--- config.mk ---
export PLATFORM = sky130hd
export DESIGN_NAME = gpsc_port
export DESIGN_NICKNAME = d
export VERILOG_FILES = /design/src/rtl/gpsc_pkg.sv /design/src/rtl/gpsc_attr_bank.sv /design/src/rtl/gpsc_input_path.sv /design/src/rtl/gpsc_pad_mux.sv /design/src/rtl/gpsc_port.sv
export SDC_FILE = /design/constraint.sdc
export NUM_CORES = 1
export LEC_CHECK = 0
export ABC_AREA = 1
export CORE_MARGIN = 1
export CORE_UTILIZATION = 50
export DETAILED_ROUTE_END_ITERATION = 8
export DONT_BUFFER_PORTS = 1
export HOLD_SLACK_MARGIN = 0.05
export PLACE_DENSITY = 0.75
export SYNTH_ARGS = -nofsm -noshare
export SYNTH_HDL_FRONTEND = slang
export SYNTH_SLANG_ARGS = --single-unit
export TNS_END_PERCENT = 5
--- constraint.sdc ---
create_clock -name clk -period 1.9 [get_ports clk]
set_input_delay 0.19 -clock clk [delete_from_list [all_inputs] [get_ports clk]]
set_output_delay 0.19 -clock clk [all_outputs]
set_load 0.1 [all_outputs]
--- src/rtl/gpsc_pkg.sv ---
// Shared constants for the set/clear GPIO port.
// Assumes word addressing; attribute k uses words 3k, 3k+1, 3k+2.
package gpsc_pkg;
    localparam int NUM_ATTR  = 8;
    localparam int ATTR_OWN  = 0;
    localparam int ATTR_BSEL = 1;
    localparam int ATTR_OE   = 2;
    localparam int ATTR_DOUT = 3;
    localparam int ATTR_PU   = 4;
    localparam int ATTR_FILT = 5;
    localparam int ATTR_OD   = 6;
    localparam int ATTR_IM   = 7;
    localparam int WORD_PIN  = 8'h18;
    localparam int WORD_ISR  = 8'h19;
endpackage

--- src/rtl/gpsc_attr_bank.sv ---
// One attribute word changed only through set and clear strobes.
// Assumes set_we and clr_we are never high together (one access per cycle).
module gpsc_attr_bank #(
    parameter int W        = 32,
    parameter bit RST_ONES = 1'b0
) (
    input  logic         clk,
    input  logic         rst_n,
    input  logic         set_we,
    input  logic         clr_we,
    input  logic [W-1:0] wdata,
    output logic [W-1:0] q
);
    // Hold the attribute; set or clear only the bits written as 1.
    always_ff @(posedge clk) begin
        if (!rst_n)      q <= RST_ONES ? '1 : '0;
        else if (set_we) q <= q | wdata;
        else if (clr_we) q <= q & ~wdata;
    end


    set_bits_chk: assert property (@(posedge clk) disable iff (!rst_n)
        set_we |=> ((q & $past(wdata)) == $past(wdata)));

    clr_bits_chk: assert property (@(posedge clk) disable iff (!rst_n)
        clr_we |=> ((q & $past(wdata)) == '0));

    keep_bits_chk: assert property (@(posedge clk) disable iff (!rst_n)
        (set_we || clr_we) |=> (((q ^ $past(q)) & ~$past(wdata)) == '0));

    idle_hold_chk: assert property (@(posedge clk) disable iff (!rst_n)
        !(set_we || clr_we) |=> (q == $past(q)));
endmodule

--- src/rtl/gpsc_input_path.sv ---
// Pad input path: two-flop synchroniser, optional per-pin glitch filter,
// and a both-edge change detector.
// Assumes pads are asynchronous; FILT_LEN >= 1 (assertion needs >= 2).
module gpsc_input_path #(
    parameter int W        = 32,
    parameter int FILT_LEN = 2
) (
    input  logic         clk,
    input  logic         rst_n,
    input  logic [W-1:0] pad_in,
    input  logic [W-1:0] filt_en,
    output logic [W-1:0] level,
    output logic [W-1:0] change
);
    localparam int CW = $clog2(FILT_LEN + 1);

    logic [W-1:0] sync1, sync2, filt, sel, prev;

    // Bring the asynchronous pad levels into the clock domain.
    always_ff @(posedge clk) begin
        if (!rst_n) begin
            sync1 <= '0;
            sync2 <= '0;
        end else begin
            sync1 <= pad_in;
            sync2 <= sync1;
        end
    end

    for (genvar i = 0; i < W; i++) begin : g_filt
        logic [CW-1:0] cnt;
        logic          fbit;
        // Accept a new level only after FILT_LEN cycles of disagreement.
        always_ff @(posedge clk) begin
            if (!rst_n) begin
                cnt  <= '0;
                fbit <= 1'b0;
            end else if (sync2[i] == fbit) begin
                cnt <= '0;
            end else if (cnt == CW'(FILT_LEN - 1)) begin
                fbit <= sync2[i];
                cnt  <= '0;
            end else begin
                cnt <= cnt + 1'b1;
            end
        end
        assign filt[i] = fbit;
    end

    assign sel    = (filt_en & filt) | (~filt_en & sync2);
    assign level  = sync2;
    assign change = sel ^ prev;

    // Remember the last detector input to find both edges.
    always_ff @(posedge clk) begin
        if (!rst_n) prev <= '0;
        else        prev <= sel;
    end

    if (FILT_LEN >= 2) begin : g_fchk

        filt_stable_chk: assert property (@(posedge clk) disable iff (!rst_n)
            ((filt ^ $past(filt)) &
             ((filt ^ $past(sync2)) | ($past(sync2) ^ $past(sync2, 2)))) == '0);
    end
endmodule

--- src/rtl/gpsc_pad_mux.sv ---
// Chooses the pad drive from GPIO or the selected peripheral, then applies
// open-drain. Purely combinational; assumes all inputs are registered upstream.
module gpsc_pad_mux #(
    parameter int W = 32
) (
    input  logic [W-1:0] own,
    input  logic [W-1:0] bsel,
    input  logic [W-1:0] oe,
    input  logic [W-1:0] dout,
    input  logic [W-1:0] od,
    input  logic [W-1:0] pa_out,
    input  logic [W-1:0] pa_oe,
    input  logic [W-1:0] pb_out,
    input  logic [W-1:0] pb_oe,
    output logic [W-1:0] pad_out,
    output logic [W-1:0] pad_oe
);
    logic [W-1:0] per_val, per_oe, drv_val, drv_oe;

    // Select the source, then turn driven ones into release under open-drain.
    always_comb begin
        per_val = (bsel & pb_out) | (~bsel & pa_out);
        per_oe  = (bsel & pb_oe)  | (~bsel & pa_oe);
        drv_val = (own & dout) | (~own & per_val);
        drv_oe  = (own & oe)   | (~own & per_oe);
        pad_oe  = drv_oe & ~(od & drv_val);
        pad_out = drv_val & ~od;
    end
endmodule

--- src/rtl/gpsc_port.sv ---
// 32-pin port controller top: address decode, eight set/clear attribute
// words, read mux, clear-on-read pending status and interrupt line.
// Assumes one bus access per cycle; read data valid in the strobe cycle.
module gpsc_port
    import gpsc_pkg::*;
#(
    parameter int W        = 32,
    parameter int AW       = 6,
    parameter int FILT_LEN = 2
) (
    input  logic          clk,
    input  logic          rst_n,
    input  logic [AW-1:0] bus_addr,
    input  logic          bus_wr,
    input  logic [W-1:0]  bus_wdata,
    input  logic          bus_rd,
    output logic [W-1:0]  bus_rdata,
    input  logic [W-1:0]  pad_in,
    output logic [W-1:0]  pad_out,
    output logic [W-1:0]  pad_oe,
    output logic [W-1:0]  pad_pullup,
    input  logic [W-1:0]  per_a_out,
    input  logic [W-1:0]  per_a_oe,
    input  logic [W-1:0]  per_b_out,
    input  logic [W-1:0]  per_b_oe,
    output logic          irq
);
    logic [W-1:0] attr_q [NUM_ATTR];
    logic [W-1:0] level, change, isr;
    logic         ack;

    for (genvar k = 0; k < NUM_ATTR; k++) begin : g_attr
        localparam bit ONES = (k == ATTR_OWN) || (k == ATTR_PU);
        logic [W-1:0] q;
        gpsc_attr_bank #(.W(W), .RST_ONES(ONES)) u_bank (
            .clk    (clk),
            .rst_n  (rst_n),
            .set_we (bus_wr && (bus_addr == AW'(3 * k))),
            .clr_we (bus_wr && (bus_addr == AW'(3 * k + 1))),
            .wdata  (bus_wdata),
            .q      (q)
        );
        assign attr_q[k] = q;
    end

    gpsc_input_path #(.W(W), .FILT_LEN(FILT_LEN)) u_in (
        .clk     (clk),
        .rst_n   (rst_n),
        .pad_in  (pad_in),
        .filt_en (attr_q[ATTR_FILT]),
        .level   (level),
        .change  (change)
    );

    gpsc_pad_mux #(.W(W)) u_mux (
        .own     (attr_q[ATTR_OWN]),
        .bsel    (attr_q[ATTR_BSEL]),
        .oe      (attr_q[ATTR_OE]),
        .dout    (attr_q[ATTR_DOUT]),
        .od      (attr_q[ATTR_OD]),
        .pa_out  (per_a_out),
        .pa_oe   (per_a_oe),
        .pb_out  (per_b_out),
        .pb_oe   (per_b_oe),
        .pad_out (pad_out),
        .pad_oe  (pad_oe)
    );

    assign pad_pullup = attr_q[ATTR_PU];
    assign ack        = bus_rd && (bus_addr == AW'(WORD_ISR));

    // Collect changes; a status read clears only what was pending before.
    always_ff @(posedge clk) begin
        if (!rst_n) isr <= '0;
        else        isr <= (ack ? '0 : isr) | change;
    end

    // Return the word at bus_addr: attribute status, pin level or pending.
    always_comb begin
        bus_rdata = '0;
        for (int k = 0; k < NUM_ATTR; k++)
            if (bus_addr == AW'(3 * k + 2)) bus_rdata = attr_q[k];
        if (bus_addr == AW'(WORD_PIN)) bus_rdata = level;
        if (bus_addr == AW'(WORD_ISR)) bus_rdata = isr;
    end

    assign irq = |(isr & attr_q[ATTR_IM]);


    isr_ack_chk: assert property (@(posedge clk) disable iff (!rst_n)
        ack |=> ((isr & ~$past(change)) == '0));

    isr_keep_chk: assert property (@(posedge clk) disable iff (!rst_n)
        (|change) |=> (($past(change) & ~isr) == '0));
endmodule

# ---- Yosys cells after proc, flatten, opt, wreduce, memory -nomap -nowiden
# Index checks and enable logic that the tools add are counted.
dict set report totals {
  regBits 480
  latchBits 0
  ramBits 0
  romBits 0
  input_bits 202
  output_inout_bits 129
  wordCells 391
  memories 0
}
dict set report op_classes {
  n_addsub 32
  mul 0
  n_div 0
  magnitude_cmp 0
  n_eq_ne 89
  shift 0
  mux 27
  bitwise 76
  n_reduce_logical 91
}
# op n
set ops {}
lappend ops {{$mux W32} 27}
lappend ops {{$and A32 B32 Y32} 22}
lappend ops {{$or A32 B32 Y32} 14}
lappend ops {{$not A32 Y32} 6}
lappend ops {{$reduce_or A3 Y1} 32}
lappend ops {{$add A2 B1 Y2 const B} 32}
lappend ops {{$eq A2 B1 Y1 const B} 32}
lappend ops {{$reduce_and A2 Y1} 32}
lappend ops {{$eq A6 B5 Y1 const B} 10}
lappend ops {{$eq A6 B4 Y1 const B} 8}
lappend ops {{$not A1 Y1} 33}
lappend ops {{$eq A1 B1 Y1} 32}
lappend ops {{$reduce_or A32 Y1} 1}
lappend ops {{$xor A32 B32 Y32} 1}
lappend ops {{$eq A6 B3 Y1 const B} 4}
lappend ops {{$logic_and A1 B1 Y1} 17}
lappend ops {{$reduce_bool A2 Y1} 8}
lappend ops {{$eq A6 B2 Y1 const B} 2}
lappend ops {{$eq A6 B1 Y1 const B} 1}
lappend ops {{$logic_not A6 Y1} 1}

# ---- Longest topological paths before layout
dict set report logic_depth {
  word_depth 11
  ltp_mapped 11
  ltp_nobuf 10
}

# ---- Cells and area by module
# Synthesis repeated with hierarchy kept, for this count alone.
dict set report unflattened {
  cells_unflattened 3706
  area_unflattened_um2 24548.5
}
# module instances cells_each area_each_um2 seq_area_each_um2
set modules_own_cells {}
lappend modules_own_cells {{gpsc_attr_bank at g_attr[1].u_bank ...} 6 170 1348.8 640.6}
lappend modules_own_cells {gpsc_input_path 1 978 7439.6 3843.7}
lappend modules_own_cells {gpsc_port 1 784 4046.4 640.6}
lappend modules_own_cells {{gpsc_attr_bank at g_attr[0].u_bank ...} 2 174 1303.8 640.6}
lappend modules_own_cells {gpsc_pad_mux 1 576 2362.3 0.0}

# ---- Worst setup path before layout
# OpenSTA, ideal clock, no wires.
dict set report synth_timing {
  path_type {in2out}
  startpoint {input port bus_addr[1]}
  endpoint {output port bus_rdata[8]}
  t_arrival_ns 2.015
  setup_slack_ns -0.305
  path_stages 9
  path_buffers 2
  path_cell_list {buf_4 -> inv_2 -> nand2_2 -> nor2_4 -> nand2_1 -> inv_2 -> clkbuf_1 -> nand2_1 -> nand4_1}
}
dict set report synth_via {
  elab_chain_len 11
  elab_cells_between_ends 20
  cone_classes {eq/ne (10); mux (10)}
}
# item line
set synth_rtl {}
lappend synth_rtl {{start: declaration} gpsc_port.sv:13} ;# input logic [AW-1:0] bus_addr,
lappend synth_rtl {{$eq A6 B2 Y1} gpsc_port.sv:82} ;# if (bus_addr == AW'(3 * k + 2)) bus_rdata = attr_q[k];
lappend synth_rtl {{$mux W32 (8 in series)} gpsc_port.sv:82}
lappend synth_rtl {{$mux W32} gpsc_port.sv:83} ;# if (bus_addr == AW'(WORD_PIN)) bus_rdata = level;
lappend synth_rtl {{$mux W32 (*)} gpsc_port.sv:84} ;# if (bus_addr == AW'(WORD_ISR)) bus_rdata = isr;
lappend synth_rtl {{end: declaration} gpsc_port.sv:17} ;# output logic [W-1:0] bus_rdata,
# Mark *: on every way between the ends. The rest lies on a longest branch, timed or not.

==> report_table.html <==
<table>
<tr><th>Metric</th><th>Value</th></tr>
<tr><th colspan="2">Pwr</th></tr>
<tr><td>Power per unit of standard cell area</td><td>794 nW/µm²</td></tr>
<tr><td>Net switching component of the power</td><td>5770 µW</td></tr>
<tr><td>Share of total power consumed by net switching</td><td>25.7%</td></tr>
<tr><td>Clk pwr share</td><td>44.5%</td></tr>
<tr><td>Cell-internal power</td><td>16600 µW</td></tr>
<tr><td>Sequential group share of total power</td><td>46.8%</td></tr>
<tr><td>Maximum VDD drop</td><td>0.836 mV</td></tr>
<tr><td>Combinational power share</td><td>8.7%</td></tr>
<tr><td>Leakage</td><td>0.0112 µW</td></tr>
<tr><th colspan="2">Drt</th></tr>
<tr><td>Drt first pass iters</td><td>9</td></tr>
<tr><td>Violation count after the first detailed-routing iteration</td><td>2828</td></tr>
<tr><td>Number of antenna-violating nets in the routed design</td><td>0</td></tr>
<tr><td>Via count of the routed design</td><td>22800</td></tr>
<tr><td>Per-cell routed wire length</td><td>21.3 µm</td></tr>
<tr><td>Remaining routing DRC violations</td><td>2</td></tr>
<tr><td>Final WL</td><td>82.9 mm</td></tr>
<tr><td>Vias per inst</td><td>5.86</td></tr>
<tr><th colspan="2">Yosys</th></tr>
<tr><td>Number of flops mapped to enable cells by yosys</td><td>0</td></tr>
<tr><td>Library cell occupying the most area in the post-synthesis netlist</td><td>sky130_fd_sc_hd__dfxtp_1</td></tr>
<tr><td>Leading post-synthesis cells by cell area</td><td>sky130_fd_sc_hd__dfxtp_1 (44%), sky130_fd_sc_hd__nand2_1 (11%), sky130_fd_sc_hd__a21oi_1 (7.8%)</td></tr>
<tr><td>Predominant post-synthesis flop cell</td><td>sky130_fd_sc_hd__dfxtp_1</td></tr>
<tr><td>Distinct cells, synth</td><td>30</td></tr>
<tr><td>Nets in the synthesized netlist</td><td>3285</td></tr>
<tr><td>Dominant cell by count in the synthesized netlist</td><td>sky130_fd_sc_hd__nand2_1</td></tr>
<tr><td>Synth async-reset ratio</td><td>0%</td></tr>
<tr><td>Post-synthesis instance total</td><td>3051</td></tr>
<tr><td>Average instance area after synthesis</td><td>7.15 µm²</td></tr>
<tr><td>Flip-flop and latch count after synthesis</td><td>480</td></tr>
<tr><td>Area fraction of the dominant cell type after synthesis</td><td>44.0%</td></tr>
<tr><td>Yosys warnings</td><td>0</td></tr>
<tr><td>Sequential element share of the synthesized area</td><td>44.0%</td></tr>
<tr><td>Mapped cell area</td><td>21800 µm²</td></tr>
<tr><td>Post-synth top cells</td><td>sky130_fd_sc_hd__nand2_1 (636), sky130_fd_sc_hd__dfxtp_1 (480), sky130_fd_sc_hd__a21oi_1 (340)</td></tr>
<tr><th colspan="2">Clocking</th></tr>
<tr><td>Clock slew at reported path FFs</td><td>0.06 ns</td></tr>
<tr><td>Sink Count</td><td>480</td></tr>
<tr><td>CTS H-tree depth</td><td>2</td></tr>
<tr><td>CTS tree</td><td>done</td></tr>
<tr><td>Cell at the root of the clock tree</td><td>sky130_fd_sc_hd__clkbuf_16</td></tr>
<tr><td>CTS Buf Count</td><td>50</td></tr>
<tr><td>Clock latency reported for the late side of the worst-skew pair</td><td>0.61 ns</td></tr>
<tr><td>Deepest clock path buffer count</td><td>3</td></tr>
<tr><th colspan="2">Outcome</th></tr>
<tr><td>Violations in the final reports</td><td>design-rule violations, negative setup slack</td></tr>
<tr><td>Run status</td><td>finished with violations</td></tr>
<tr><th colspan="2">Job</th></tr>
<tr><td>Number of maximum-capacitance constraint violations</td><td>0</td></tr>
<tr><th colspan="2">Timing</th></tr>
<tr><td>Final clock skew</td><td>0.0175 ns</td></tr>
<tr><td>Number of setup violations in the final report</td><td>41</td></tr>
<tr><td>Worst path setup slack after routing</td><td>-0.306 ns</td></tr>
<tr><td>Fin. Hold Viols</td><td>0</td></tr>
<tr><td>Final min period</td><td>2.21 ns</td></tr>
<tr><td>Setup repair after global routing missed its margin</td><td>true</td></tr>
<tr><td>Final worst-path cycle share</td><td>116%</td></tr>
<tr><td>Worst-margin pin slew</td><td>0.700 ns</td></tr>
<tr><td>Hold_ws</td><td>0.0805 ns</td></tr>
<tr><td>Worst relative slew slack</td><td>53.2%</td></tr>
<tr><td>Max Slew Vio Count</td><td>0</td></tr>
<tr><td>Highest attainable clock frequency</td><td>453 MHz</td></tr>
<tr><th colspan="2">Floorplanning</th></tr>
<tr><td>Std-Cell Core Area</td><td>43100 µm²</td></tr>
<tr><td>Effective utilization at floorplan</td><td>50.7%</td></tr>
<tr><td>Die Outline Area</td><td>44500 µm²</td></tr>
<tr><td>X dimension of the die</td><td>211 µm</td></tr>
<tr><td>Y dimension of the die</td><td>211 µm</td></tr>
<tr><td>Top-level I/O count</td><td>331</td></tr>
<tr><td>Total number of placement rows</td><td>76</td></tr>
<tr><th colspan="2">Placement</th></tr>
<tr><td>Port Buffers</td><td>0</td></tr>
<tr><td>Routability congestion estimate</td><td>0.955</td></tr>
<tr><td>Placed standard-cell area</td><td>24100 µm²</td></tr>
<tr><td>Number of instances in the placed design</td><td>3649</td></tr>
<tr><td>HPWL after detailed placement</td><td>56.8 mm</td></tr>
<tr><th colspan="2">Global routing</th></tr>
<tr><td>Global-route wire length before repair</td><td>124 mm</td></tr>
<tr><td>Grt ovf</td><td>0</td></tr>
<tr><td>Total Routing Usage GR</td><td>36.3%</td></tr>
<tr><td>Initial antenna violation count</td><td>1</td></tr>
<tr><td>Largest net degree at the start of global routing</td><td>108</td></tr>
<tr><td>Number of global-route vias before repair</td><td>21200</td></tr>
<tr><th colspan="2">Cells and area</th></tr>
<tr><td>Count of placed standard cells in the final layout, fillers left out</td><td>3890</td></tr>
<tr><td>Total number of nets in the final design</td><td>3498</td></tr>
<tr><td>Post-route cell area</td><td>28200 µm²</td></tr>
<tr><td>Growth of design area from synthesis to finish</td><td>29.2%</td></tr>
<tr><td>Layout cell share with drive strength beyond 1</td><td>16.3%</td></tr>
<tr><th colspan="2">Setup path</th></tr>
<tr><td>Max Fanout on Critical Path</td><td>3</td></tr>
<tr><td>Crit Path Category</td><td>flip-flop to output port</td></tr>
<tr><td>Worst Path Required</td><td>1.71 ns</td></tr>
<tr><td>Setup crit end kind</td><td>output port</td></tr>
<tr><td>Category of the worst setup path launch point</td><td>flip-flop</td></tr>
<tr><td>Arr. time, crit path</td><td>2.02 ns</td></tr>
<tr><th colspan="2">Hold path</th></tr>
<tr><td>Worst hold path class</td><td>input pin to flip-flop</td></tr>
</table>
## critical path, stage by stage, from the launching register on
cell,delay (ns)
sky130_fd_sc_hd__dfxtp_2,0.34
sky130_fd_sc_hd__nand4_1,0.09
sky130_fd_sc_hd__nand3_1,0.10
sky130_fd_sc_hd__nor2_1,0.14
sky130_fd_sc_hd__nand4_1,0.19
sky130_fd_sc_hd__nor2_2,0.21
sky130_fd_sc_hd__nand3_2,0.13
sky130_fd_sc_hd__buf_12,0.19
## through the flow
step / TNS (ns) / utilization (%) / worst slack [ns] / power (µW)
global placement: 0 / 56.0 / 0.0402 / 12200
CTS: -7.32 / 64.4 / -0.271 / 22400
global route: -10.26 / 65.5 / -0.338 / 23000
detailed placement: 0 / 56.0 / 0.0418 / 12200
floorplan: -10.46 / - / -0.270 / 11800
finish: -7.56 / 65.5 / -0.306 / 22400
## per-layer routing
metal	routed length [µm]	track usage, %	share of wire [%]
met5	0	0	0
met3	9680	9.53	12
met1	34800	50.3	42
met2	35500	54.0	43
met4	2950	13.6	3.6
## logic make-up after synthesis
logic type,synth area share [%]
xor+xnor,1.28
compound gates,19.5
fa+ha+maj,1.83
flops,44.0
mux,1.65
simple gates,22.7
buf+inv,8.95
## power by group through the flow
stage	logic, µW	registers, µW	clock network (µW)
2_1_floorplan	1110	10700	0
6_report	1950	10500	9970
3_3_place_gp	1450	10700	0
3_5_place_dp	1500	10700	0
5_1_grt	2060	10500	10500
4_1_cts	1870	10500	10000
## placed cells by master (no fill, tap or decap), types with 50 or more instances in the layout
master / Yosys / layout
sky130_fd_sc_hd__a21oi_1: 340 / 334
sky130_fd_sc_hd__nor2_2: 5 / 64
sky130_fd_sc_hd__o211ai_1: 64 / 64
sky130_fd_sc_hd__nor2_1: 246 / 178
sky130_fd_sc_hd__nand2_1: 636 / 624
sky130_fd_sc_hd__o21ai_1: 134 / 158
sky130_fd_sc_hd__dfxtp_1: 480 / 407
sky130_fd_sc_hd__buf_4: 3 / 87
sky130_fd_sc_hd__dfxtp_2: 0 / 50
sky130_fd_sc_hd__nand4_1: 72 / 72
sky130_fd_sc_hd__dlygate4sd3_1: 0 / 130
sky130_fd_sc_hd__inv_1: 316 / 307
sky130_fd_sc_hd__nand3_1: 186 / 150
sky130_fd_sc_hd__buf_12: 0 / 80
sky130_fd_sc_hd__clkbuf_16: 0 / 51
sky130_fd_sc_hd__o21ai_0: 240 / 209
## final cells by class
type,instances,area (µm²)
fillers,3662,14900
multi-input cells,2071,10800
flip-flops and latches,480,9760
repair buffers,329,3950
clock buffers,68,1440
inverters,332,1270
well taps,585,732
clock inverters,23,219
diodes,2,5.00
## worst paths after layout
check        slack, ns            from        endpoint  cells past startpoint
max              -0.31       flip-flop   bus_rdata[16]                      7
min               0.08          bus_rd         isr[19]                      4
min reg2reg       0.41  u_in.sync1[28]  u_in.level[28]                      2
max reg2reg       0.41       flip-flop       flip-flop                      4
## timing repair
item / in CTS / in global routing
gates resized for setup: 197 / 146
pin swaps: 39 / 33
endpoints found under the setup margin: 87 / 92
buffers inserted: 13 / 4
hold buffers: 131 / 0
hold endpoints to repair: 362 / 0
No activity file was read; power rests on OpenSTA's default activity.
